==> src/rtl/ft_route_pkg.sv <==
`timescale 1ns/1ps
package ft_route_pkg;
    typedef enum logic [1:0] {
        S_IDLE = 2'd0,
        S_FWD  = 2'd1,
        S_REJ  = 2'd2
    } rt_state_e;
endpackage

==> src/rtl/ft_route_decide.sv <==
`timescale 1ns/1ps
// Up/down decision and down-port mask for one header (combinational).
module ft_route_decide #(
    parameter int unsigned RADIX  = 4,
    parameter int unsigned LEVELS = 3,
    parameter int unsigned LVL    = 1,
    parameter int unsigned DIG_W  = $clog2(RADIX),
    parameter int unsigned ADDR_W = LEVELS * DIG_W,
    parameter logic [ADDR_W-1:0] PREFIX = '0
) (
    input  logic [ADDR_W-1:0] dest,
    input  logic [ADDR_W-1:0] lo,
    input  logic [ADDR_W-1:0] hi,
    input  logic              bcast,
    output logic              go_up,
    output logic [RADIX-1:0]  dn_mask
);
    localparam int unsigned LOW_W = (LVL + 1) * DIG_W;
    localparam logic [ADDR_W-1:0] HI_MASK = ~(ADDR_W'((64'd1 << LOW_W) - 64'd1));

    function automatic logic in_sub(input logic [ADDR_W-1:0] a);
        return ((a ^ PREFIX) & HI_MASK) == '0;
    endfunction

    function automatic logic [DIG_W-1:0] digit(input logic [ADDR_W-1:0] a);
        return a[LVL*DIG_W +: DIG_W];
    endfunction

    logic [DIG_W-1:0] d_lo, d_hi, d_dst;

    always_comb begin
        d_lo    = digit(lo);
        d_hi    = digit(hi);
        d_dst   = digit(dest);
        dn_mask = '0;
        if (bcast) begin
            go_up = !(in_sub(lo) && in_sub(hi));
            if (!go_up) begin
                for (int p = 0; p < int'(RADIX); p++) begin
                    if (DIG_W'(p) >= d_lo && DIG_W'(p) <= d_hi)
                        dn_mask[p] = 1'b1;
                end
            end
        end else begin
            go_up = !in_sub(dest);
            if (!go_up)
                dn_mask[d_dst] = 1'b1;
        end
    end
endmodule

==> src/rtl/ft_up_select.sv <==
`timescale 1ns/1ps
// Per-up-link outstanding counters and least-loaded enabled link choice.
module ft_up_select #(
    parameter int unsigned RADIX = 4,
    parameter int unsigned CNT_W = 4,
    parameter int unsigned DIG_W = $clog2(RADIX)
) (
    input  logic             clk,
    input  logic             rst_n,
    input  logic [RADIX-1:0] up_en,
    input  logic             inc,
    input  logic [DIG_W-1:0] inc_idx,
    input  logic             dec,
    input  logic [DIG_W-1:0] dec_idx,
    output logic [DIG_W-1:0] sel,
    output logic             any_en
);
    logic [CNT_W-1:0] cnt [RADIX];

    genvar g;
    generate
        for (g = 0; g < int'(RADIX); g++) begin : g_cnt
            logic inc_g, dec_g;
            assign inc_g = inc && (inc_idx == DIG_W'(g));
            assign dec_g = dec && (dec_idx == DIG_W'(g));

            always_ff @(posedge clk or negedge rst_n) begin
                if (!rst_n)
                    cnt[g] <= '0;
                else
                    cnt[g] <= cnt[g] + CNT_W'(inc_g) - CNT_W'(dec_g);
            end

            // an acknowledge never returns on a link with nothing outstanding
            assert_no_underflow_R3: assert property (@(posedge clk) disable iff (!rst_n)
                dec_g |-> (cnt[g] != '0));
        end
    endgenerate

    logic [CNT_W-1:0] best;
    always_comb begin
        any_en = 1'b0;
        sel    = '0;
        best   = '1;
        for (int i = 0; i < int'(RADIX); i++) begin
            if (up_en[i] && (!any_en || cnt[i] < best)) begin
                any_en = 1'b1;
                sel    = DIG_W'(i);
                best   = cnt[i];
            end
        end
    end

    // chosen link is enabled whenever any is
    assert_up_enabled_R4: assert property (@(posedge clk) disable iff (!rst_n)
        any_en |-> up_en[sel]);
endmodule

==> src/rtl/ft_ack_merge.sv <==
`timescale 1ns/1ps
// Return-path table indexed by tag; merges acknowledges of all copies.
module ft_ack_merge #(
    parameter int unsigned NPORT  = 8,
    parameter int unsigned TAG_W  = 3,
    parameter int unsigned PORT_W = $clog2(NPORT),
    parameter int unsigned DEPTH  = 2 ** TAG_W
) (
    input  logic              clk,
    input  logic              rst_n,
    input  logic              alloc,
    input  logic [TAG_W-1:0]  alloc_tag,
    input  logic [PORT_W-1:0] alloc_port,
    input  logic [NPORT-1:0]  alloc_mask,
    input  logic              ack_vld,
    input  logic [PORT_W-1:0] ack_port,
    input  logic [TAG_W-1:0]  ack_tag,
    input  logic              ack_ok,
    output logic [DEPTH-1:0]  tag_busy,
    output logic              ack_take,
    output logic              cack_vld,
    output logic [PORT_W-1:0] cack_port,
    output logic              cack_ok,
    output logic [TAG_W-1:0]  cack_tag
);
    logic [DEPTH-1:0]  e_vld;
    logic [DEPTH-1:0]  e_fail;
    logic [PORT_W-1:0] e_port [DEPTH];
    logic [NPORT-1:0]  e_pend [DEPTH];

    logic [NPORT-1:0] remain;
    logic             done;

    assign tag_busy = e_vld;
    assign ack_take = ack_vld && e_vld[ack_tag] && e_pend[ack_tag][ack_port];
    assign remain   = e_pend[ack_tag] & ~(NPORT'(1) << ack_port);
    assign done     = ack_take && (remain == '0);

    always_ff @(posedge clk or negedge rst_n) begin
        if (!rst_n) begin
            e_vld     <= '0;
            e_fail    <= '0;
            cack_vld  <= 1'b0;
            cack_port <= '0;
            cack_ok   <= 1'b0;
            cack_tag  <= '0;
        end else begin
            cack_vld <= done;
            if (done) begin
                cack_port <= e_port[ack_tag];
                cack_ok   <= !e_fail[ack_tag] && ack_ok;
                cack_tag  <= ack_tag;
            end
            if (alloc) begin
                e_vld[alloc_tag]  <= 1'b1;
                e_fail[alloc_tag] <= 1'b0;
                e_port[alloc_tag] <= alloc_port;
                e_pend[alloc_tag] <= alloc_mask;
            end else if (ack_take) begin
                e_pend[ack_tag] <= remain;
                e_fail[ack_tag] <= e_fail[ack_tag] | !ack_ok;
                if (done)
                    e_vld[ack_tag] <= 1'b0;
            end
        end
    end

    // a combined acknowledge leaves its tag free
    assert_free_on_done_R7: assert property (@(posedge clk) disable iff (!rst_n)
        cack_vld |-> !e_vld[cack_tag]);
    // a live tag is never allocated again
    assert_alloc_free_R9: assert property (@(posedge clk) disable iff (!rst_n)
        alloc |-> !e_vld[alloc_tag]);
endmodule

==> src/rtl/fat_tree_router.sv <==
`timescale 1ns/1ps
module fat_tree_router
    import ft_route_pkg::*;
#(
    parameter int unsigned RADIX  = 4,
    parameter int unsigned LEVELS = 3,
    parameter int unsigned LVL    = 1,
    parameter int unsigned TAG_W  = 3,
    parameter int unsigned DIG_W  = $clog2(RADIX),
    parameter int unsigned ADDR_W = LEVELS * DIG_W,
    parameter int unsigned NPORT  = 2 * RADIX,
    parameter int unsigned PORT_W = $clog2(NPORT),
    parameter logic [ADDR_W-1:0] PREFIX = ADDR_W'(32)
) (
    input  logic              clk,
    input  logic              rst_n,
    input  logic              hdr_vld,
    output logic              hdr_rdy,
    input  logic [PORT_W-1:0] hdr_port,
    input  logic [ADDR_W-1:0] hdr_dest,
    input  logic [ADDR_W-1:0] hdr_lo,
    input  logic [ADDR_W-1:0] hdr_hi,
    input  logic              hdr_bcast,
    input  logic [TAG_W-1:0]  hdr_tag,
    input  logic [RADIX-1:0]  up_en,
    output logic              out_vld,
    output logic [NPORT-1:0]  out_mask,
    output logic [TAG_W-1:0]  out_tag,
    input  logic              ack_vld,
    input  logic [PORT_W-1:0] ack_port,
    input  logic [TAG_W-1:0]  ack_tag,
    input  logic              ack_ok,
    output logic              cack_vld,
    output logic [PORT_W-1:0] cack_port,
    output logic              cack_ok,
    output logic [TAG_W-1:0]  cack_tag
);
    localparam int unsigned CNT_W = TAG_W + 1;
    localparam int unsigned DEPTH = 2 ** TAG_W;

    rt_state_e state_q, state_d;

    logic             go_up, any_en, reject, accept;
    logic [RADIX-1:0] dn_mask;
    logic [DIG_W-1:0] up_sel;
    logic [NPORT-1:0] mask_now;
    logic [DEPTH-1:0] tag_busy;
    logic             ack_take;
    logic             m_cvld, m_cok;
    logic [PORT_W-1:0] m_cport;
    logic [TAG_W-1:0]  m_ctag;

    logic [NPORT-1:0]  h_mask;
    logic [TAG_W-1:0]  h_tag;
    logic [PORT_W-1:0] h_port;

    ft_route_decide #(
        .RADIX(RADIX), .LEVELS(LEVELS), .LVL(LVL),
        .DIG_W(DIG_W), .ADDR_W(ADDR_W), .PREFIX(PREFIX)
    ) u_decide (
        .dest(hdr_dest), .lo(hdr_lo), .hi(hdr_hi), .bcast(hdr_bcast),
        .go_up(go_up), .dn_mask(dn_mask)
    );

    ft_up_select #(.RADIX(RADIX), .CNT_W(CNT_W), .DIG_W(DIG_W)) u_upsel (
        .clk(clk), .rst_n(rst_n), .up_en(up_en),
        .inc(accept && go_up && !reject), .inc_idx(up_sel),
        .dec(ack_take && (ack_port >= PORT_W'(RADIX))),
        .dec_idx(DIG_W'(ack_port - PORT_W'(RADIX))),
        .sel(up_sel), .any_en(any_en)
    );

    ft_ack_merge #(.NPORT(NPORT), .TAG_W(TAG_W), .PORT_W(PORT_W)) u_merge (
        .clk(clk), .rst_n(rst_n),
        .alloc(accept && !reject), .alloc_tag(hdr_tag),
        .alloc_port(hdr_port), .alloc_mask(mask_now),
        .ack_vld(ack_vld), .ack_port(ack_port), .ack_tag(ack_tag), .ack_ok(ack_ok),
        .tag_busy(tag_busy), .ack_take(ack_take),
        .cack_vld(m_cvld), .cack_port(m_cport), .cack_ok(m_cok), .cack_tag(m_ctag)
    );

    always_comb begin
        mask_now = '0;
        if (go_up) begin
            if (any_en)
                mask_now[RADIX + int'(up_sel)] = 1'b1;
        end else begin
            mask_now[RADIX-1:0] = dn_mask;
        end
    end

    assign reject  = go_up && !any_en;
    assign hdr_rdy = (state_q == S_IDLE) && !ack_vld && !tag_busy[hdr_tag];
    assign accept  = hdr_vld && hdr_rdy;

    // next state
    always_comb begin
        state_d = state_q;
        unique case (state_q)
            S_IDLE:  if (accept) state_d = reject ? S_REJ : S_FWD;
            S_FWD:   state_d = S_IDLE;
            S_REJ:   state_d = S_IDLE;
            default: state_d = S_IDLE;
        endcase
    end

    // state register and held header
    always_ff @(posedge clk or negedge rst_n) begin
        if (!rst_n) begin
            state_q <= S_IDLE;
            h_mask  <= '0;
            h_tag   <= '0;
            h_port  <= '0;
        end else begin
            state_q <= state_d;
            if (accept) begin
                h_mask <= mask_now;
                h_tag  <= hdr_tag;
                h_port <= hdr_port;
            end
        end
    end

    // outputs
    always_comb begin
        out_vld   = 1'b0;
        out_mask  = '0;
        out_tag   = h_tag;
        cack_vld  = m_cvld;
        cack_port = m_cport;
        cack_ok   = m_cok;
        cack_tag  = m_ctag;
        unique case (state_q)
            S_FWD: begin
                out_vld  = 1'b1;
                out_mask = h_mask;
            end
            S_REJ: begin
                cack_vld  = 1'b1;
                cack_port = h_port;
                cack_ok   = 1'b0;
                cack_tag  = h_tag;
            end
            default: ;
        endcase
    end

    // a forward always names at least one port
    assert_fwd_nonempty_R1: assert property (@(posedge clk) disable iff (!rst_n)
        out_vld |-> (out_mask != '0));
    // an upward forward names exactly one port
    assert_one_up_R2: assert property (@(posedge clk) disable iff (!rst_n)
        (out_vld && (out_mask[NPORT-1:RADIX] != '0)) |-> ($countones(out_mask) == 1));
    // unroutable header answers with a failure and no forward
    assert_reject_fail_R5: assert property (@(posedge clk) disable iff (!rst_n)
        (accept && reject) |=> (cack_vld && !cack_ok && !out_vld));
    // no header accepted while an acknowledge arrives
    assert_rdy_ack_R9: assert property (@(posedge clk) disable iff (!rst_n)
        ack_vld |-> !hdr_rdy);
endmodule

==> config.mk <==
export PLATFORM = sky130hd
export DESIGN_NAME = fat_tree_router
export DESIGN_NICKNAME = d
export VERILOG_FILES = /design/src/rtl/ft_route_pkg.sv /design/src/rtl/ft_route_decide.sv /design/src/rtl/ft_up_select.sv /design/src/rtl/ft_ack_merge.sv /design/src/rtl/fat_tree_router.sv
export SDC_FILE = /design/constraint.sdc
export NUM_CORES = 1
export LEC_CHECK = 0
export ABC_AREA = 0
export CORE_UTILIZATION = 40
export DETAILED_ROUTE_END_ITERATION = 16
export PLACE_DENSITY = 0.55
export SLEW_MARGIN = 30
export SYNTH_ARGS = -nofsm -noshare
export SYNTH_HDL_FRONTEND = slang
export SYNTH_SLANG_ARGS = --single-unit
==> constraint.sdc <==
create_clock -name clk -period 5.7 [get_ports clk]
set_clock_uncertainty 0.05 [all_clocks]
set_input_delay 1.14 -clock clk [delete_from_list [all_inputs] [get_ports clk]]
set_output_delay 1.14 -clock clk [all_outputs]
set_load 0.01 [all_outputs]
==> summary.md, run 1 <==
| Metric | Value |
|---|---|
| Number of flops mapped to enable cells by yosys | `88` |
| R2R Path End | `u_upsel.cnt[6]$_DFF_PN0_` |
| Nets@finish | `around 790` |
| Worst setup path start | `up_en[0]` |
| RSZ-0062 raised after global routing | `false` |
| Via-to-Cell Ratio | `5.60` |
| Prevailing post-synth register cell | `edfxtp_1` |
| Worst stage delay on the critical path | `about 360 ps` |
| Crit-path max FO | `3` |
| WHS Path Cells | `1` |
| Fmax | `between 0.15 and 0.2 GHz` |
| Site Rows | `50` |
| Hold_sp | `h_mask[4]$_DFFE_PN0P_` |
| Worst VDD drop | `0.000207 V` |
| Global-route wire length before repair | `between 30 and 40 mm` |
| CP arrival | `~5800 ps` |
| Filler cells | `1613` |
| CP Buf/Inv Count | `4` |
| Cts hold-fix bufs | `0` |
| Die Area | `19600 sq um` |
| Max-cap viol count | `0` |
| Die H | `between 100 and 150 microns` |
| Family with the most delay on the worst path | `compound AO/OA/AOI/OAI gates` |
| Final Critical Period | `5530 ps` |
| Initial core utilization | `around 40%` |
| Share of flip-flops with an asynchronous set or reset | `about two fifths` |
| Placed cells | `slightly above 900` |
| Distinct cells, synth | `a little under 80` |
| Wire per inst | `19.5 microns` |
| Die X | `roughly 140 microns` |
| Pleak | `around 3.8 nW` |
| Sequential area share after synthesis | `53.2%` |
| RD Place Congestion | `a little under 0.9` |
| Cell area after synthesis | `7600 sq um` |
| CTS tree | `done` |
| DR vias | `between 5000 and 6000` |
| Period utilization | `a little over nine tenths` |
| Initial antenna violation count | `0` |
| Final Instance Count excl. Fillers | `970` |
| Synth-to-layout area growth | `24.5%` |
| Gate Count Post-Synth | `approximately 620` |
| Most frequent cells in the layout | `edfxtp_1 (88), buf_4 (57), dfrtp_1 (56), clkdlybuf4s50_1 (51), nand2_1 (39)` |
| Crit path top cell by count | `a21oi_2` |
| Hold crit path type | `register to register` |
| Worst setup path category | `input pin to register` |
| Worst R2R Setup Slack | `560 ps` |
| Synthesized Nets | `689` |
| HPWL after DPL | `between 10 and 15 mm` |
| Mean Syn Cell Area | `~12 sq um` |
| Vias in the first global route | `between 5000 and 6000` |
| I/O Pins | `61` |
| Post-place setup slack | `-884 ps` |
| Clk_lat worst skew | `420 ps` |
| Worst Path Required | `between 5000 and 6000 ps` |
| Worst R2R Path Depth | `24` |
| Longest Clk Path Bufs | `2` |
| 1st-pass router iterations | `5` |
| Max-slew violations | `0` |
| Final worst slack | `between 150 and 200 ps` |
| H-tree levels | `4` |
| Largest net degree at the start of global routing | `40` |
| Congestion Overflow GR | `0` |
| Worst-Margin Slew | `between 900 and 1000 ps` |
| Setup crit start kind | `input pin` |
| Worst Setup End Kind | `register` |
| PortBufs | `54` |
| Register bit total from synthesis | `144` |
| Status | `completed` |
| CP max stage cell | `mux2_4` |
| GRT Total Usage | `around 20%` |
| Drt initial violations | `about 400` |
| Clock transition at path regs | `~60 ps` |
| Drc violations | `0` |
| Clock sink total | `144` |
| Slew headroom | `roughly two fifths` |
| Antenna diode count | `0` |
| Core area | `18600 sq um` |
| Hold Path Sink | `h_mask[4]$_DFFE_PN0P_` |
| Post-DRT Antenna Nets | `0` |
| Worst r2r src | `u_upsel.cnt[9]$_DFF_PN0_` |
| Total Wirelength | `roughly 19 mm` |
| Final setup violation count | `0` |
| Clk root buf | `clkbuf_16` |
| Share of layout cells above drive strength 1 | `between 20% and 30%` |
| Commonest non-fill, non-tap cell in the layout | `edfxtp_1` |
| Final hold vios | `0` |
| Cts bufs inserted | `17` |
| Ys Warns | `0` |
| PD cells | `422 nW/um^2` |
-- cells by family (layout without fill, tap and decap cells) --
family	Yosys count	in the layout	share of synthesized area, %
compound gates	134	134	13.0
xor+xnor	13	13	1.50
fa+ha+maj	27	27	4.84
buf+inv	68	182	4.11
flops	144	144	53.2
mux	71	71	11.9
simple gates	165	165	11.5
-- registers in the layout, indices dropped and copies added, names as in the netlist, 8 cells and up --
signal and cells:
u_upsel.cnt 16, u_merge.e_port 24, u_merge.e_fail 8, u_merge.tag_busy 8
u_merge.e_pend 64, h_mask 8
-- worst max-delay path by stage --
| stage | end | slack, ps | cells past startpoint |
|---|---|---|---|
| floorplan | u_upsel.cnt[10]$_DFF_PN0_ | 4 | 23 |
| global placement | u_upsel.cnt[6]$_DFF_PN0_ | -720 | 23 |
| detailed placement | u_upsel.cnt[1]$_DFF_PN0_ | -880 | 23 |
| CTS | u_upsel.cnt[9]$_DFF_PN0_ | 50 | 25 |
| global route | u_upsel.cnt[6]$_DFF_PN0_ | 7 | 26 |
| finish | u_upsel.cnt[6]$_DFF_PN0_ | 170 | 26 |
-- routing by layer --
metal  track usage [%]  vias up  wire (microns)
met4              6.71        0             305
met2              33.1      133            9210
met1              26.9     2730            8610
met5                 0        -               0
li1                  -     2544               -
met3              4.03       27             787
-- final cells by class --
cell class / instances / area [sq um] / area share (%)
flip-flops and latches: 144 / 4040 / 42.7
multi-input cells: 410 / 3440 / 36.4
clock inverters: 14 / 141 / 1.49
well taps: 234 / 293 / 3.09
clock buffers: 17 / 425 / 4.49
repair buffers: 112 / 965 / 10.2
inverters: 39 / 151 / 1.60
-- metrics by stage --
stage          setup TNS [ps]  hold slack [ps]  util, %  power [mW]  cell area, sq um
2_1_floorplan               0              390        -        2.20              7620
3_3_place_gp           -22840              402     46.3        2.64              8640
3_5_place_dp           -30480              409     46.4        2.70              8650
4_1_cts                     0              422     50.3        3.91              9380
5_1_grt                     0              442     50.8        4.22              9460
6_report                    0              419     50.8        4.00              9460
-- report_power, final --
part / switching (mW) / leakage, nW / internal [mW]
registers: 0.127 / 1.50 / 1.31
logic: 0.709 / 2.02 / 0.768
clock network: 0.442 / 0.264 / 0.639
total: 1.28 / 3.79 / 2.72
-- synth_stat cells (6+ instances only) --
master     n  area (sq um)
a21o_1    10          75.1
a21oi_1   19          95.1
a22o_1     9          78.8
a22oi_1    7          52.6
and2_1    14          87.6
and3_1     6          37.5
buf_2      6          30.0
clkbuf_1  13          48.8
dfrtp_1   56          1400
edfxtp_1  88          2640
ha_1      23           288
inv_1     37           139
mux2_2    24           270
mux2_4     8           120
mux2i_1   28           280
mux4_2     7           158
nand2_1   39           146
nand2b_1   6          37.5
nand3_1   16          80.1
nand3b_1   8          60.1
nor2_1    28           105
nor2b_1   13          81.3
nor3_1    11          55.1
o211ai_1   7          52.6
o21ai_0   23           115
o22ai_1    6          37.5
xnor2_1   12           105
-- timing repair --
action,in CTS,in global routing
pin swaps,18,10
setup buffers,7,3
gates resized for setup,25,15
endpoints found under the setup margin,44,28
(Power assumes the default switching activity.)
==> run 2, diff against run 1 <==
- REMOVE_ABC_BUFFERS: unset -> 1
==> run 2 against run 1 <==
  * Sequential power hardly changed
  * Critical path type unchanged
  * Clock power rose by 7%
  * Die area is the same
  * Register-to-register slack better by 110 ps
  * Combinational power decreased by 5%
  * Design area down 0.13%
  * Clock-buffer cell count is the same
  * First-iteration DRC count down 21%
  * Global-route usage increased by 0.31 points
==> summary.md, run 2 (synthesized netlist as in run 1, its figures left out) <==
| Metric | Value |
|---|---|
| Clock power frac | `between 20% and 30%` |
| CP max stage cell | `fa_2` |
| Global-route wire length before repair | `30.4 mm` |
| I/O Pins | `61` |
| Die H | `about 140 microns` |
| Filler cells | `between 1500 and 2000` |
| Initial core utilization | `between 40% and 50%` |
| Drt initial violations | `323` |
| Status | `completed` |
| Via-to-Cell Ratio | `5.60` |
| CP Buf/Inv Count | `5` |
| H-tree levels | `4` |
| Total Wirelength | `between 15 and 20 mm` |
| Max reg flops | `64` |
| Share of layout cells above drive strength 1 | `22.8%` |
| Worst Setup End Kind | `register` |
| Combinational power share | `a little over a third` |
| Reg with most FFs | `u_merge.e_pend` |
| Max-slew violations | `0` |
| Clk_lat worst skew | `around 430 ps` |
| Setup crit start kind | `input pin` |
| Sw Ratio | `32.7%` |
| GRT Total Usage | `between 20% and 30%` |
| HPWL after DPL | `13.7 mm` |
| Drc violations | `0` |
| Synth-to-layout area growth | `24.3%` |
| Final setup violation count | `0` |
| Hold crit path type | `register to register` |
| DR vias | `between 5000 and 6000` |
| Crit-path max FO | `5` |
| P_sw | `~1.3 mW` |
| Cell area after layout | `9450 sq um` |
| Cts bufs inserted | `17` |
| Worst-Margin Slew | `about 960 ps` |
| Vias in the first global route | `between 5000 and 6000` |
| CTS tree | `done` |
| Period utilization | `96.8%` |
| Longest Clk Path Bufs | `2` |
| Register share of total power | `about 36%` |
| Pleak | `3.79 nW` |
| Post-DRT Antenna Nets | `0` |
| Final Critical Period | `between 5000 and 6000 ps` |
| Antenna diode count | `0` |
| Worst Path Required | `just under 6000 ps` |
| Commonest non-fill, non-tap cell in the layout | `edfxtp_1` |
| Die Area | `between 15000 and 20000 sq um` |
| Clk root buf | `clkbuf_16` |
| Fmax | `between 0.15 and 0.2 GHz` |
| Nets@finish | `781` |
| Largest net degree at the start of global routing | `42` |
| Max-cap viol count | `0` |
| RD Place Congestion | `approximately 0.84` |
| Worst stage delay on the critical path | `520 ps` |
| Cts hold-fix bufs | `0` |
| Most frequent cells in the layout | `edfxtp_1 (88), dfrtp_1 (56), clkdlybuf4s50_1 (51), buf_4 (46), nand2_1 (38)` |
| 1st-pass router iterations | `5` |
| Clock transition at path regs | `around 60 ps` |
| Internal power | `2.69 mW` |
| Setup TNS | `0 ps` |
| Clock sink total | `between 100 and 150` |
| Family with the most delay on the worst path | `compound AO/OA/AOI/OAI gates` |
| Core area | `roughly 19000 sq um` |
| Placed cell areas | `approximately 8600 sq um` |
| Final hold vios | `0` |
| Slew headroom | `a little over a third` |
| Worst setup path category | `input pin to register` |
| Tot Pwr | `roughly 4 mW` |
| PortBufs | `54` |
| PD cells | `roughly 420 nW/um^2` |
| Top Registers | `u_merge.e_pend x64, u_merge.e_port x24, u_upsel.cnt x16` |
| CP arrival | `around 5800 ps` |
| Die X | `about 140 microns` |
| Congestion Overflow GR | `0` |
| Wire per inst | `20.0 microns` |
| Site Rows | `50` |
| Worst VDD drop | `0.000225 V` |
| Initial antenna violation count | `0` |
run 2: cell count changes in the layout (fill, tap and decap cells not counted), sizes merged:
cell,previous run,this run
clkinvlp,4,0
clkinv,6,4
clkbuf,18,17
buf,60,50
clkdlybuf4s15,0,1
inv,41,48
run 2: final timing paths:
check / from / to / slack (ps) / cells past startpoint
worst max-delay path: up_en[0] / u_upsel.cnt[9]$_DFF_PN0_ / 180 / 25
worst min-delay path: h_mask[0]$_DFFE_PN0P_ / h_mask[0]$_DFFE_PN0P_ / 420 / 2
worst max register to register: u_upsel.cnt[9]$_DFF_PN0_ / u_upsel.cnt[9]$_DFF_PN0_ / 670 / 22
worst min register to register: h_mask[0]$_DFFE_PN0P_ / h_mask[0]$_DFFE_PN0P_ / 420 / 2
max in group asynchronous: rst_n / h_mask[2]$_DFFE_PN0P_ / 4210 / 2
min in group asynchronous: rst_n / u_merge.cack_vld$_DFF_PN0_ / 620 / 1
run 2: metal layers:
| layer | share of wire [%] | global-route usage (%) |
|---|---|---|
| met5 | 0 | 0 |
| met4 | 1.2 | 5.96 |
| met2 | 49 | 33.4 |
| met3 | 4.2 | 4.85 |
| met1 | 46 | 27.3 |
run 2: timing repair:
item                                    in CTS  in global routing
pin swaps                                    8                 15
gates resized for setup                     28                 13
setup buffers                                0                  2
cloned                                       0                  0
endpoints found under the setup margin      49                  9
run 2: cell type report:
class / count / area (sq um) / share of cell area [%]
well taps: 234 / 293 / 3.10
repair buffers: 102 / 898 / 9.50
clock buffers: 17 / 425 / 4.50
clock inverters: 15 / 189 / 2.00
multi-input cells: 410 / 3450 / 36.5
flip-flops and latches: 144 / 4040 / 42.8
inverters: 39 / 151 / 1.60
run 2: power by group through the flow:
stage          Combinational, mW  Clock, mW  Sequential [mW]
6_report                    1.40       1.16             1.45
5_1_grt                     1.54       1.23             1.46
4_1_cts                     1.33       1.18             1.44
3_5_place_dp                1.23          0             1.45
3_3_place_gp                1.17          0             1.44
2_1_floorplan              0.753          0             1.41
run 2: metrics by stage:
stage / hold WS (ps) / setup WS [ps] / std cells / util, %
after floorplan: 390 / -192 / 593 / -
after global placement: 401 / -794 / 927 / 46.2
after detailed placement: 418 / -1090 / 927 / 46.2
after CTS: 428 / 8.68 / 959 / 50.2
after global routing: 457 / -0.834 / 961 / 50.7
final: 425 / 185 / 961 / 50.7
run 2: worst register-to-register path, delay by kind of cell (launching register included):
kind | cells | cell delay [ps]
AOI/OAI and AO/OA | 9 | 1790
muxes | 2 | 690
buffers and inverters | 2 | 80
and+or+nand+nor | 5 | 590
adders and majority gates | 4 | 1260
DFF | 1 | 480
